### config.mk
export PLATFORM = sky130hd
export DESIGN_NAME = adp_out_sel
export DESIGN_NICKNAME = d
export VERILOG_FILES = /design/src/rtl/adp_pkg.sv /design/src/rtl/adp_col_reduce.sv /design/src/rtl/adp_rr_pick.sv /design/src/rtl/adp_out_sel.sv
export SDC_FILE = /design/constraint.sdc
export NUM_CORES = 1
export LEC_CHECK = 0
export ABC_AREA = 1
export BUFFER_PORTS_ARGS = -buffer_cell sky130_fd_sc_hd__buf_2
export CAP_MARGIN = 30
export CORE_MARGIN = 2
export CORE_UTILIZATION = 50
export CTS_BUF_LIST = sky130_fd_sc_hd__clkbuf_16
export CTS_CLUSTER_DIAMETER = 50
export DETAILED_ROUTE_END_ITERATION = 6
export PLACE_DENSITY = 0.76
export SLEW_MARGIN = 20
export SYNTH_ARGS = -nofsm -noshare
export SYNTH_HDL_FRONTEND = slang
export SYNTH_SLANG_ARGS = --single-unit
### constraint.sdc
create_clock -name clk -period 3.3 [get_ports clk]
set_input_delay 0 -clock clk [delete_from_list [all_inputs] [get_ports clk]]
set_output_delay 0 -clock clk [all_outputs]
set_load 0.02 [all_outputs]
### src/rtl/adp_pkg.sv
package adp_pkg;

    typedef enum logic [1:0] {
        ST_IDLE,
        ST_COLUMN,
        ST_ROW,
        ST_OFFER
    } adp_state_e;

    typedef enum logic [1:0] {
        CLS_EMPTY,
        CLS_HALF,
        CLS_FULL
    } adp_class_e;

endpackage

### src/rtl/adp_col_reduce.sv
module adp_col_reduce #(
    parameter int NCOL = 8,
    parameter int NROW = 8
) (
    input  logic [NCOL*NROW-1:0] port_mask,
    output logic [NCOL-1:0]      col_mask
);

    for (genvar c = 0; c < NCOL; c++) begin : g_col
        assign col_mask[c] = |port_mask[c*NROW +: NROW];
    end

endmodule

### src/rtl/adp_rr_pick.sv
module adp_rr_pick #(
    parameter int N = 8
) (
    input  logic [N-1:0]         cand,
    input  logic [$clog2(N)-1:0] ptr,
    output logic [$clog2(N)-1:0] pick,
    output logic                 any
);

    localparam int W = $clog2(N);

    logic [W-1:0] probe;

    // Scan offsets from the far end down to 0 so that the nearest
    // candidate at or after the pointer is the one left in pick.
    always_comb begin
        any   = |cand;
        pick  = '0;
        probe = '0;
        for (int i = N - 1; i >= 0; i--) begin
            probe = W'((int'(ptr) + i) % N);
            if (cand[probe]) begin
                pick = probe;
            end
        end
    end

endmodule

### src/rtl/adp_out_sel.sv
module adp_out_sel
    import adp_pkg::*;
#(
    parameter int NCOL    = 8,
    parameter int NROW    = 8,
    parameter int RB_W    = 5,
    parameter int CB_W    = 4,
    parameter int RB_HALF = 8
) (
    input  logic                      clk,
    input  logic                      rst_n,
    input  logic                      req_valid_i,
    input  logic [NCOL*NROW-1:0]      port_mask_i,
    input  logic [NCOL*RB_W-1:0]      row_depth_i,
    input  logic [NROW*CB_W-1:0]      col_depth_i,
    input  logic                      take_i,
    input  logic                      drop_i,
    output logic                      res_valid_o,
    output logic                      res_none_o,
    output logic [$clog2(NCOL)-1:0]   col_sel_o,
    output logic [NROW-1:0]           row_mask_o,
    output logic [$clog2(NROW)-1:0]   row_sel_o
);

    localparam int CW      = $clog2(NCOL);
    localparam int RW      = $clog2(NROW);
    localparam int CB_FULL = 1 << (CB_W - 1);
    localparam int CB_HALF = 1 << (CB_W - 2);

    adp_state_e              state_q, state_d;
    logic [NCOL*NROW-1:0]    mask_q;
    logic [CW-1:0]           col_q, col_ptr_q;
    logic [RW-1:0]           row_q, row_ptr_q;
    logic [NROW-1:0]         rmask_q;
    logic                    found_q;

    // ---------------- stage one: column choice ----------------
    logic [NCOL-1:0] col_mask;
    logic [NCOL-1:0] col_busy;
    logic [NCOL-1:0] col_pref;
    logic [NCOL-1:0] col_cand;
    logic [CW-1:0]   col_pick;
    logic            col_any;

    adp_col_reduce #(.NCOL(NCOL), .NROW(NROW)) u_reduce (
        .port_mask (mask_q),
        .col_mask  (col_mask)
    );

    for (genvar c = 0; c < NCOL; c++) begin : g_busy
        assign col_busy[c] = int'(row_depth_i[c*RB_W +: RB_W]) >= RB_HALF;
    end

    assign col_pref = col_mask & ~col_busy;
    assign col_cand = (|col_pref) ? col_pref : col_mask;

    adp_rr_pick #(.N(NCOL)) u_col_rr (
        .cand (col_cand),
        .ptr  (col_ptr_q),
        .pick (col_pick),
        .any  (col_any)
    );

    // ---------------- stage two: row choice ----------------
    adp_class_e      row_cls [NROW];
    logic [NROW-1:0] row_emp, row_half, row_full;
    logic [NROW-1:0] row_cand;
    logic [RW-1:0]   row_pick;
    logic            row_any;

    for (genvar r = 0; r < NROW; r++) begin : g_cls
        always_comb begin
            if (int'(col_depth_i[r*CB_W +: CB_W]) >= CB_FULL) begin
                row_cls[r] = CLS_FULL;
            end else if (int'(col_depth_i[r*CB_W +: CB_W]) >= CB_HALF) begin
                row_cls[r] = CLS_HALF;
            end else begin
                row_cls[r] = CLS_EMPTY;
            end
        end
        assign row_emp[r]  = rmask_q[r] && (row_cls[r] == CLS_EMPTY);
        assign row_half[r] = rmask_q[r] && (row_cls[r] == CLS_HALF);
        assign row_full[r] = rmask_q[r] && (row_cls[r] == CLS_FULL);
    end

    always_comb begin
        if (|row_emp) begin
            row_cand = row_emp;
        end else if (|row_half) begin
            row_cand = row_half;
        end else begin
            row_cand = row_full;
        end
    end

    adp_rr_pick #(.N(NROW)) u_row_rr (
        .cand (row_cand),
        .ptr  (row_ptr_q),
        .pick (row_pick),
        .any  (row_any)
    );

    // ---------------- controller ----------------
    logic grant_taken;
    assign grant_taken = (state_q == ST_OFFER) && found_q && take_i;

    always_comb begin
        state_d = state_q;
        unique case (state_q)
            ST_IDLE:   if (req_valid_i) state_d = ST_COLUMN;
            ST_COLUMN: state_d = col_any ? ST_ROW : ST_OFFER;
            ST_ROW:    state_d = ST_OFFER;
            ST_OFFER:  if (take_i || drop_i) state_d = ST_IDLE;
            default:   state_d = ST_IDLE;
        endcase
    end

    always_ff @(posedge clk or negedge rst_n) begin
        if (!rst_n) begin
            state_q <= ST_IDLE;
        end else begin
            state_q <= state_d;
        end
    end

    always_ff @(posedge clk or negedge rst_n) begin
        if (!rst_n) begin
            mask_q    <= '0;
            col_q     <= '0;
            row_q     <= '0;
            rmask_q   <= '0;
            found_q   <= 1'b0;
            col_ptr_q <= '0;
            row_ptr_q <= '0;
        end else begin
            unique case (state_q)
                ST_IDLE: begin
                    if (req_valid_i) mask_q <= port_mask_i;
                end
                ST_COLUMN: begin
                    col_q   <= col_pick;
                    rmask_q <= mask_q[col_pick*NROW +: NROW];
                    found_q <= col_any;
                end
                ST_ROW: begin
                    row_q <= row_pick;
                end
                ST_OFFER: begin
                    if (grant_taken) begin
                        col_ptr_q <= CW'((int'(col_q) + 1) % NCOL);
                        row_ptr_q <= RW'((int'(row_q) + 1) % NROW);
                    end
                end
                default: ;
            endcase
        end
    end

    always_comb begin
        res_valid_o = (state_q == ST_OFFER) && found_q;
        res_none_o  = (state_q == ST_OFFER) && !found_q;
        col_sel_o   = col_q;
        row_sel_o   = row_q;
        row_mask_o  = rmask_q;
    end

    // ---------------- assertions ----------------
    AST_GRANT_PORT: assert property (@(posedge clk) disable iff (!rst_n)
        res_valid_o |-> mask_q[int'(col_sel_o)*NROW + int'(row_sel_o)]);

    AST_COL_PREF: assert property (@(posedge clk) disable iff (!rst_n)
        (state_q == ST_COLUMN && |col_pref) |-> !col_busy[col_pick]);

    AST_ROW_IN_MASK: assert property (@(posedge clk) disable iff (!rst_n)
        res_valid_o |-> row_mask_o[row_sel_o]);

    AST_ROW_FOUND: assert property (@(posedge clk) disable iff (!rst_n)
        (state_q == ST_ROW) |-> row_any);

    AST_PTR_HOLD: assert property (@(posedge clk) disable iff (!rst_n)
        !grant_taken |=> ($stable(col_ptr_q) && $stable(row_ptr_q)));

    AST_PTR_STEP: assert property (@(posedge clk) disable iff (!rst_n)
        grant_taken |=> (int'(col_ptr_q) == (int'($past(col_sel_o)) + 1) % NCOL));

    AST_NONE_EMPTY: assert property (@(posedge clk) disable iff (!rst_n)
        res_none_o |-> (mask_q == '0));

    AST_RESULT_EXCL: assert property (@(posedge clk) disable iff (!rst_n)
        !(res_valid_o && res_none_o));

    AST_MASK_FROZEN: assert property (@(posedge clk) disable iff (!rst_n)
        (state_q != ST_IDLE) |=> $stable(mask_q));

endmodule

==> results of run 1 <==
[sequential cells by signal (all words and copies together) (netlist names)]
name	count
col_ptr_q	3
col_sel_o	3
found_q	1
mask_q	64
row_mask_o	8
row_ptr_q	3
row_sel_o	3
state_q	2
[cell usage in the layout (no fill, tap or decap), types with 3 or more instances in the layout]
master / instances
a21oi_1: 62
a31oi_1: 3
buf_2: 115
buf_4: 17
clkbuf_16: 10
clkinv_1: 5
dfrtp_1: 87
dlygate4sd3_1: 65
ha_1: 11
inv_1: 99
mux2_2: 21
nand2_1: 240
nand2_2: 14
nand2_4: 4
nand3_1: 105
nand3_2: 15
nand3b_1: 10
nand4_1: 3
nor2_1: 99
nor3_1: 7
o21ai_0: 28
o21ai_1: 13
o21ai_4: 4
o22ai_1: 3
or2_2: 3
xnor2_1: 5
xor2_1: 3
[synth_stat cells, drive strengths merged, types with 10 or more instances]
cell type,instances
nand3,121
nand3b,10
nand2,259
mux2,21
nor2,102
ha,11
a21oi,63
buf,16
inv,100
o21ai,45
clkbuf,15
dfrtp,87
[metal layers]
metal | part of all wire [%] | vias to the layer above
li1 | - | 3249
met1 | 44 | 2926
met2 | 49 | 201
met3 | 4.3 | 31
met4 | 2.0 | 0
met5 | 0 | -
[timing repair]
action	in CTS	in global routing
gates resized for setup	0	34
hold endpoints to repair	151	0
setup endpoints to repair	0	8
hold buffers	65	0
setup buffers	0	5
[worst max-delay path: stages (launching register included)]
cell and delay, ns:
dfrtp_1 0.41, nor2_1 0.16, nand2_2 0.10, o21ai_4 0.20, nand2_2 0.10, nor2_4 0.19
nand3b_1 0.15, nand3_1 0.10, nand2_1 0.09, nand2_1 0.11, nand3_2 0.09, nand2_2 0.11
inv_2 0.05, a21oi_4 0.16, nand2_2 0.09, nand2_4 0.09, nand2_8 0.09, clkbuf_16 0.18
o21ai_1 0.19, nand2_1 0.08, nand3_1 0.09, nand2_1 0.07, nand2_1 0.05, nand2_1 0.05
[area by class of cell]
class / instances / area [sq um] / share of cell area (%)
multi-input combinational: 670 / 3460 / 43.4
tap: 147 / 184 / 2.31
clock buffer: 9 / 225 / 2.83
clock inverter: 7 / 63.8 / 0.802
sequential: 87 / 2180 / 27.3
inverter: 103 / 387 / 4.86
timing repair buffer: 203 / 1470 / 18.5
[final timing paths]
| kind | slack (ns) | from | cells past startpoint | endpoint |
|---|---|---|---|---|
| max in group asynchronous | 2.55 | rst_n | 3 | mask_q[38] |
| worst min register to register | 0.52 | row_sel_o[1] | 2 | row_sel_o[1] |
| worst max-delay path | 0.20 | mask_q[46] | 23 | row_mask_o[1] |
| worst max register to register | 0.20 | mask_q[46] | 23 | row_mask_o[1] |
| worst min-delay path | 0.08 | take_i | 5 | col_ptr_q[1] |
| min in group asynchronous | 0.14 | rst_n | 2 | mask_q[5] |
[report_power, final]
group / leakage (nW) / switching [mW] / total (mW) / internal, mW
combinational: 3.07 / 4.61 / 7.40 / 2.80
sequential: 0.982 / 0.445 / 2.04 / 1.59
clock: 0.140 / 0.419 / 0.999 / 0.580
[kinds of logic (layout without fill, tap and decap cells)]
logic type / after synthesis / after routing
xor gates and xnor gates: 8 / 8
DFF: 87 / 87
buffers and inverters: 134 / 322
muxes: 21 / 21
AOI/OAI and AO/OA: 122 / 122
and+or+nand+nor: 508 / 508
adders and majority gates: 11 / 11
==> impl_metrics.csv, run 1 <==
group,metric,value,unit
power,vdd_drop_max,0.000825,V
cells_and_area,final_area,7960,sq um
logic_synthesis,synth_top_family_by_area,"simple AND/OR/NAND/NOR gates",
cells_and_area,fill_cells,1024,
cells_and_area,fin_util,66.8,%
global_routing,grt_max_degree,91,
timing,slew_violations,0,
timing,timing.slew.headroom,65.4,%
cells_and_area,final_nets,1226,
clock_network,htreeDepth,3,
worst_setup_path,arrival,3.33,ns
global_routing,grt_pass1_vias,5962,
logic_synthesis,synthAdderAreaFrac,2.28,%
global_routing,grt_overflow,0,
timing,finalSetupViolCount,0,
global_routing,met2_usage,46.0,%
placed_design,place_ws,0.196,ns
cells_and_area,area_growth_syn_to_layout,32.0,%
power,total_power,10.4,mW
timing,fin_crit,3.10,ns
worst_setup_path,required,3.54,ns
clock_network,cts_made_buffers,9,
route,first_pass_iters,5,
timing,tns,0,ns
logic_synthesis,syn-cell-area,6030,sq um
logic_synthesis,synth-compound-area-share,11.0,%
logic_synthesis,synth_nets,1043,
placed_design,io_buffers,116,
logic_synthesis,ys.flop_type,"dfrtp_1",
floorplan,io-pin-count,157,
logic_synthesis,synthArstFlopShare,100,%
logic_synthesis,synthSimpleGateAreaFrac,36.7,%
worst_setup_path,path_class,"reg2reg",
floorplan,dieHeight,114,um
power,p_leak,4.19,nW
global_routing,grt.busiest_layer,"met2",
cells_and_area,antenna_cells,0,
route,vias_per_cell,5.23,
floorplan,die_area,13000,sq um
logic_synthesis,synth_top_cell_area_share,36.1,%
logic_synthesis,yosysWarnings,0,
cells_and_area,instances_no_fill,1226,
logic_synthesis,avgSynthCellArea,6.77,sq um
timing,worst_slack,0.202,ns
floorplan,fp-row-count,40,
timing,worst_pin_slew,0.514,ns
route,num_vias,6407,
worst_setup_path,cp_max_fo,16,
timing,fmax,323,MHz
logic_synthesis,synthCells,891,
route,drc,0,
route,drt_iter0_markers,483,
placed_design,numPlacedInstances,1139,
logic_synthesis,synthTopCellsByArea,"dfrtp_1, nand2_1, nand3_1",
placed_design,dp_hpwl,11900,um
floorplan,coreArea,11900,sq um
clock_network,numClockSinks,87,
worst_setup_path,crit_path_start_kind,"flip-flop",
logic_synthesis,ys_ff_latch,87,
job,drv_cap,0,
logic_synthesis,ys_seq_area_share,36.1,%
logic_synthesis,synth_area_leader_cell,"dfrtp_1",
clock_network,clockRootBuffer,"clkbuf_16",
route,drt_wl_total,17200,um
clock_network,clk-insertion-delay-late,0.34,ns
status,status,"finished clean",
logic_synthesis,synth_cell_type_count,38,
power,power.density,1310,nW/um^2
route,ant_nets,0,
global_routing,grt_usage,26.5,%
floorplan,initial_core_util,50.6,%
floorplan,die_x,114,um
global_routing,antenna_found_initial,0,
timing,hold_violations,0,
clock_network,cts_tree,"built",
cells_and_area,layout-drive-gt1-share,20.4,%
route,routedWlPerCell,14.1,um
global_routing,grt_pass1_wl,27600,um
worst_setup_path,endpoint_kind,"flip-flop",
logic_synthesis,synth_edf_count,0,
timing,whs,0.0767,ns
placed_design,placed_area,6830,sq um
global_routing,grt_use_met3,3.77,%
hold_path,worstHoldPathType,"in2reg",
placed_design,gp_congestion,0.923,
logic_synthesis,muxShareOfSynthArea,3.92,%
logic_synthesis,synth_xor_area_share,1.16,%
timing,post-route-period-util,93.9,%
global_routing,globalRouteMet1Util,34.8,%
clock_network,path_clk_slew,0.07,ns
timing,fin_skew,0.00658,ns
clock_network,cts_max_path_buffers,2,
Power figures use the tool's default switching activity.
==> run 2: changes to the inputs <==
GPL_TIMING_DRIVEN = 0   (was not set)
==> run 2 against run 1 <==
  * Utilization rose by 3.1 points
  * Hold slack worse by 0.0082 ns
  * Register-to-register slack worse by 0.19 ns
  * Sequential share of layout area is 1.2 points lower
  * Die area did not move
  * Largest cell class unchanged
  * Highest routed layer unchanged
==> impl_metrics.csv, run 2 (same netlist as run 1, synthesis figures left out) <==
group,metric,value,unit
timing,hold_violations,0,
floorplan,die_x,114,um
floorplan,coreArea,11900,sq um
clock_network,htreeDepth,3,
placed_design,gp_congestion,0.926,
route,num_vias,6913,
route,drt_iter0_markers,707,
route,drc,0,
floorplan,io-pin-count,157,
global_routing,grt_overflow,0,
worst_setup_path,crit_path_start_kind,"flip-flop",
placed_design,placed_area,6830,sq um
timing,slew_violations,0,
worst_setup_path,required,3.53,ns
floorplan,die_area,13000,sq um
floorplan,fp-row-count,40,
timing,fin_crit,3.29,ns
placed_design,dp_hpwl,12800,um
worst_setup_path,worst-path-buf-inv,3,
route,drt_wl_total,19600,um
global_routing,grt_pass1_vias,6310,
cells_and_area,regMostFlops,"mask_q",
clock_network,cts_made_buffers,9,
clock_network,clk-insertion-delay-late,0.34,ns
timing,worst_pin_slew,0.616,ns
status,status,"finished clean",
timing,post-route-period-util,99.6,%
route,vias_per_cell,5.50,
global_routing,antenna_found_initial,0,
placed_design,io_buffers,116,
worst_setup_path,cp-startpoint,"mask_q[40]",
hold_path,worstHoldPathType,"in2reg",
worst_setup_path,crit_top_cell,"nand2_1",
cells_and_area,final_cell_mix,"nand2_1, buf_2, inv_1",
worst_setup_path,r2r-start,"mask_q[40]",
global_routing,grt_usage,28.7,%
clock_network,numClockSinks,87,
timing,fmax,304,MHz
floorplan,initial_core_util,50.6,%
worst_setup_path,endpoint_kind,"flip-flop",
global_routing,grt_pass1_wl,29600,um
clock_network,cts_max_path_buffers,2,
hold_path,hp-start,"take_i",
worst_setup_path,path_class,"reg2reg",
timing,whs,0.0685,ns
cells_and_area,final_common_cell,"nand2_1",
worst_setup_path,path_delay_family,"simple AND/OR/NAND/NOR gates",
route,ant_nets,0,
clock_network,cts_tree,"built",
cells_and_area,fin_util,69.9,%
cells_and_area,final_area,8330,sq um
cells_and_area,final_nets,1258,
global_routing,grt_max_degree,47,
worst_setup_path,cpPeakStageDelay,0.41,ns
worst_setup_path,worstPathCellList,"nor2_2 > nand3_2 > o21ai_2 > nand2_2 > nor2_4 > nand3b_1 > nand3_1 > nand2_2 > nand2_4 > nand3_4 > nand2_4 > inv_2 > a21oi_4 > nand3_4 > nand2_4 > buf_8 > buf_6 > nand2_1 > nand2_1 > nand3_1 > nand3_2 > nand2_1 > nand2_1 > nand2_1",
timing,timing.slew.headroom,58.9,%
worst_setup_path,cp_max_fo,6,
route,first_pass_iters,5,
worst_setup_path,arrival,3.52,ns
clock_network,path_clk_slew,0.06,ns
cells_and_area,layout-drive-gt1-share,24.8,%
timing,finalSetupViolCount,0,
job,drv_cap,0,
timing,fin_skew,0.00568,ns
route,routedWlPerCell,15.6,um
timing,tns,0,ns
cells_and_area,area_growth_syn_to_layout,38.2,%
floorplan,dieHeight,114,um
clock_network,clockRootBuffer,"clkbuf_16",
worst_setup_path,cp_slowest_cell,"dfrtp_1",
cells_and_area,largest_reg_flops,64,
## run 2: cell count changes in the layout (fill, tap and decap cells not counted), sizes merged
cell | before | now
diode | 0 | 1
inv | 100 | 102
clkbuf | 10 | 27
clkinv | 8 | 4
buf | 137 | 152
## run 2: repair_timing
item                                    CTS  global route
gates cloned                              0             1
endpoints found under the setup margin    9             9
hold endpoints to repair                105             0
pin swaps                                 0            34
hold buffers                             65             0
buffers inserted                          0            22
resized for setup                         2           112
## run 2: area by class of cell
type	count	area, sq um
Multi-Input combinational cell	670	3650
Fill cell	953	3580
Sequential cell	87	2180
Timing Repair Buffer	205	1470
Inverter	103	392
Clock buffer	9	225
Tap cell	147	184
Buffer	30	180
Clock inverter	5	53.8
Antenna cell	1	2.50
## run 2: per-stage QoR
| stage | std cells | worst slack [ns] |
|---|---|---|
| floorplan | 891 | 0.482 |
| global placement | 1154 | -0.278 |
| detailed placement | 1155 | -0.210 |
| CTS | 1233 | 0.000796 |
| global route | 1256 | -0.149 |
| finish | 1257 | 0.0129 |
## run 2: layer usage
metal	routed length, um	vias up	global-route usage [%]
met5	0	-	0
li1	-	3324	-
met3	1230	76	3.99
met4	746	0	11.3
met1	8100	3167	37.4
met2	9500	346	48.5
## run 2: worst paths after layout
| path | depth (start not counted) | end | slack (ns) |
|---|---|---|---|
| max | 24 | row_mask_o[0] | 0.01 |
| min | 5 | row_ptr_q[1] | 0.07 |
| max reg2reg | 24 | row_mask_o[0] | 0.01 |
| min reg2reg | 1 | found_q | 0.53 |
| max in group asynchronous | 3 | mask_q[49] | 2.48 |
| min in group asynchronous | 2 | mask_q[8] | 0.19 |
## run 2: worst min-delay path, cell delays in order
cell and delay (ns):
buf_2 0.10, inv_1 0.04, nor2_1 0.09, nand2_1 0.06
o21ai_0 0.07
Power of run 2 is not shown: default switching activity piles up to over one toggle a cycle in this logic, so the estimate is an artifact.
==> run 3: changes to the inputs <==
CELL_PAD_IN_SITES_DETAIL_PLACEMENT = 2   (was not set)
CELL_PAD_IN_SITES_GLOBAL_PLACEMENT = 2   (was not set)
CORE_UTILIZATION = 30   (was 50)
PLACE_DENSITY = not set   (was 0.76)
PLACE_DENSITY_LB_ADDON = 0.1   (was not set)
SYNTH_HIERARCHICAL = 1   (was not set)
==> run 3 against run 2 <==
  * The flow now finishes with violations (negative setup slack)
  * Wire length is 51% higher
  * Sequential share of layout area is 3.1 points lower
  * Cell count is 11% higher
  * Worst setup slack got worse by 0.35 ns
  * Critical path depth up 1
  * Global-route usage is 4.2 points lower
  * Register-to-register slack got worse by 0.35 ns
  * Sequential cell count is the same
  * Final area increased by 13%
  * Clock-buffer cell count did not move
  * Hold slack worse by 0.048 ns
  * First-iteration DRC count down 77%
  * Largest cell class unchanged
==> impl_metrics.csv, run 3 <==
group,metric,value,unit
status,status,"finished with violations",
status,violations,"negative setup slack",
worst_setup_path,path_class,"reg2reg",
floorplan,coreArea,20800,sq um
global_routing,grt_max_degree,75,
global_routing,grt_overflow,0,
timing,fin_skew,0.0166,ns
cells_and_area,area_growth_syn_to_layout,49.8,%
route,drc,0,
floorplan,die_area,22200,sq um
route,drt_iter0_markers,164,
timing,post-route-period-util,110,%
cells_and_area,regMostFlops,"mask_q",
route,first_pass_iters,4,
logic_synthesis,synth_nets,1024,
route,drt_wl_total,29700,um
route,ant_nets,0,
worst_setup_path,r2r_cells,25,
placed_design,numPlacedInstances,1264,
timing,fin_crit,3.64,ns
floorplan,die_x,149,um
cells_and_area,final_nets,1268,
route,top_layer,"met4",
clock_network,htreeDepth,3,
worst_setup_path,cp_slowest_cell,"dfrtp_1",
cells_and_area,layout-drive-gt1-share,37.7,%
worst_setup_path,cpPeakStageDelay,0.44,ns
logic_synthesis,avgSynthCellArea,7.23,sq um
logic_synthesis,synthCells,872,
clock_network,clockRootBuffer,"clkbuf_16",
worst_setup_path,cp_max_fo,6,
clock_network,cts_tree,"built",
worst_setup_path,crit_top_cell,"nand2_1",
worst_setup_path,r2r-start,"mask_q[37]",
global_routing,grt_pass1_vias,7579,
cells_and_area,final_common_cell,"nand2_1",
placed_design,dp_hpwl,17500,um
global_routing,antenna_found_initial,1,
timing,hold_violations,0,
worst_setup_path,required,3.52,ns
cells_and_area,largest_reg_flops,64,
floorplan,io-pin-count,157,
timing,finalSetupViolCount,9,
floorplan,dieHeight,149,um
route,num_vias,6941,
route,routedWlPerCell,21.2,um
logic_synthesis,yosysWarnings,6,
cells_and_area,fill_cells,2341,
clock_network,path_clk_slew,0.08,ns
placed_design,gp_congestion,0.782,
job,drv_cap,0,
timing,worst_slack,-0.341,ns
timing,slew_violations,0,
timing,timing.slew.headroom,69.3,%
route,met1_length,12100,um
floorplan,initial_core_util,30.3,%
global_routing,grt_pass1_wl,41600,um
worst_setup_path,reg2reg_slack,-0.34,ns
floorplan,fp-row-count,53,
worst_setup_path,arrival,3.86,ns
worst_setup_path,critPathCapture,"row_mask_o[0]",
worst_setup_path,endpoint_kind,"flip-flop",
clock_network,numClockSinks,87,
clock_network,cts_max_path_buffers,2,
timing,rsz0062_at_grt,"true",
worst_setup_path,crit_path_start_kind,"flip-flop",
route,wl_met2,15900,um
worst_setup_path,cp-startpoint,"mask_q[37]",
timing,fmax,275,MHz
cells_and_area,instances_no_fill,1397,
route,met3WireLength,848,um
global_routing,grt_usage,24.5,%
route,vias_per_cell,4.97,
worst_setup_path,timing.rr.end,"row_mask_o[0]",
cells_and_area,final_cell_mix,"nand2_1, inv_1, buf_2",
clock_network,clk-insertion-delay-late,0.36,ns
timing,worst_pin_slew,0.461,ns
logic_synthesis,syn-cell-area,6310,sq um
hold_path,worstHoldPathType,"in2async",
placed_design,io_buffers,116,
clock_network,cts_made_buffers,9,
==> run 3: area by class of cell <==
class | count | area [sq um] | share of cell area, %
diodes | 1 | 2.50 | 0.0265
plain buffers | 26 | 324 | 3.43
multi-input cells | 623 | 4000 | 42.3
clock inverters | 7 | 48.8 | 0.516
flip-flops and latches | 87 | 2180 | 23.0
repair buffers | 234 | 1800 | 19.1
inverters | 135 | 527 | 5.57
well taps | 275 | 344 | 3.64
clock buffers | 9 | 225 | 2.38
==> run 3: critical path, delay by kind of cell, from the launching register on <==
family / cells / cell delay, ns
flip-flops: 1 / 0.44
AO/OA/AOI/OAI: 2 / 0.36
buffers and inverters: 6 / 0.77
AND/OR/NAND/NOR: 17 / 1.88
==> run 3: per-layer routing <==
layer  vias to the layer above  global-route usage (%)
li1                       3273                       -
met1                      3474                    29.7
met2                       137                    45.4
met3                        57                    3.21
met4                         0                    6.62
met5                         -                       0
==> run 3: timing repair <==
action	4_1_cts	5_1_grt
setup buffers	29	16
endpoints found under the setup margin	10	10
pin swaps	26	34
gates resized for setup	129	85
endpoints found under the hold margin	151	0
hold buffers	65	0
cloned	3	4
==> run 3: metrics by stage <==
stage	util (%)	worst slack [ns]	cell area, sq um	setup TNS, ns	hold WS [ns]
4_1_cts	42.7	-0.0452	8900	-0.136	0.0283
6_report	45.4	-0.341	9450	-2.09	0.0202
2_1_floorplan	-	0.456	6310	0	-0.296
5_1_grt	45.4	-0.582	9450	-4.64	0.0359
3_5_place_dp	34.9	-0.864	7270	-6.95	-0.164
3_3_place_gp	34.7	-0.769	7230	-6.22	0.233
==> run 3: how the worst min path moves through the flow <==
stage                   startpoint  slack, ns           end
global placement    port_mask_i[4]       0.23     mask_q[4]
detailed placement           rst_n      -0.16  row_sel_o[0]
global route                 rst_n       0.04       found_q
CTS                          rst_n       0.03       found_q
floorplan                    rst_n      -0.30  col_ptr_q[0]
finish                       rst_n       0.02       found_q
Power of run 3 is left out for the same reason.
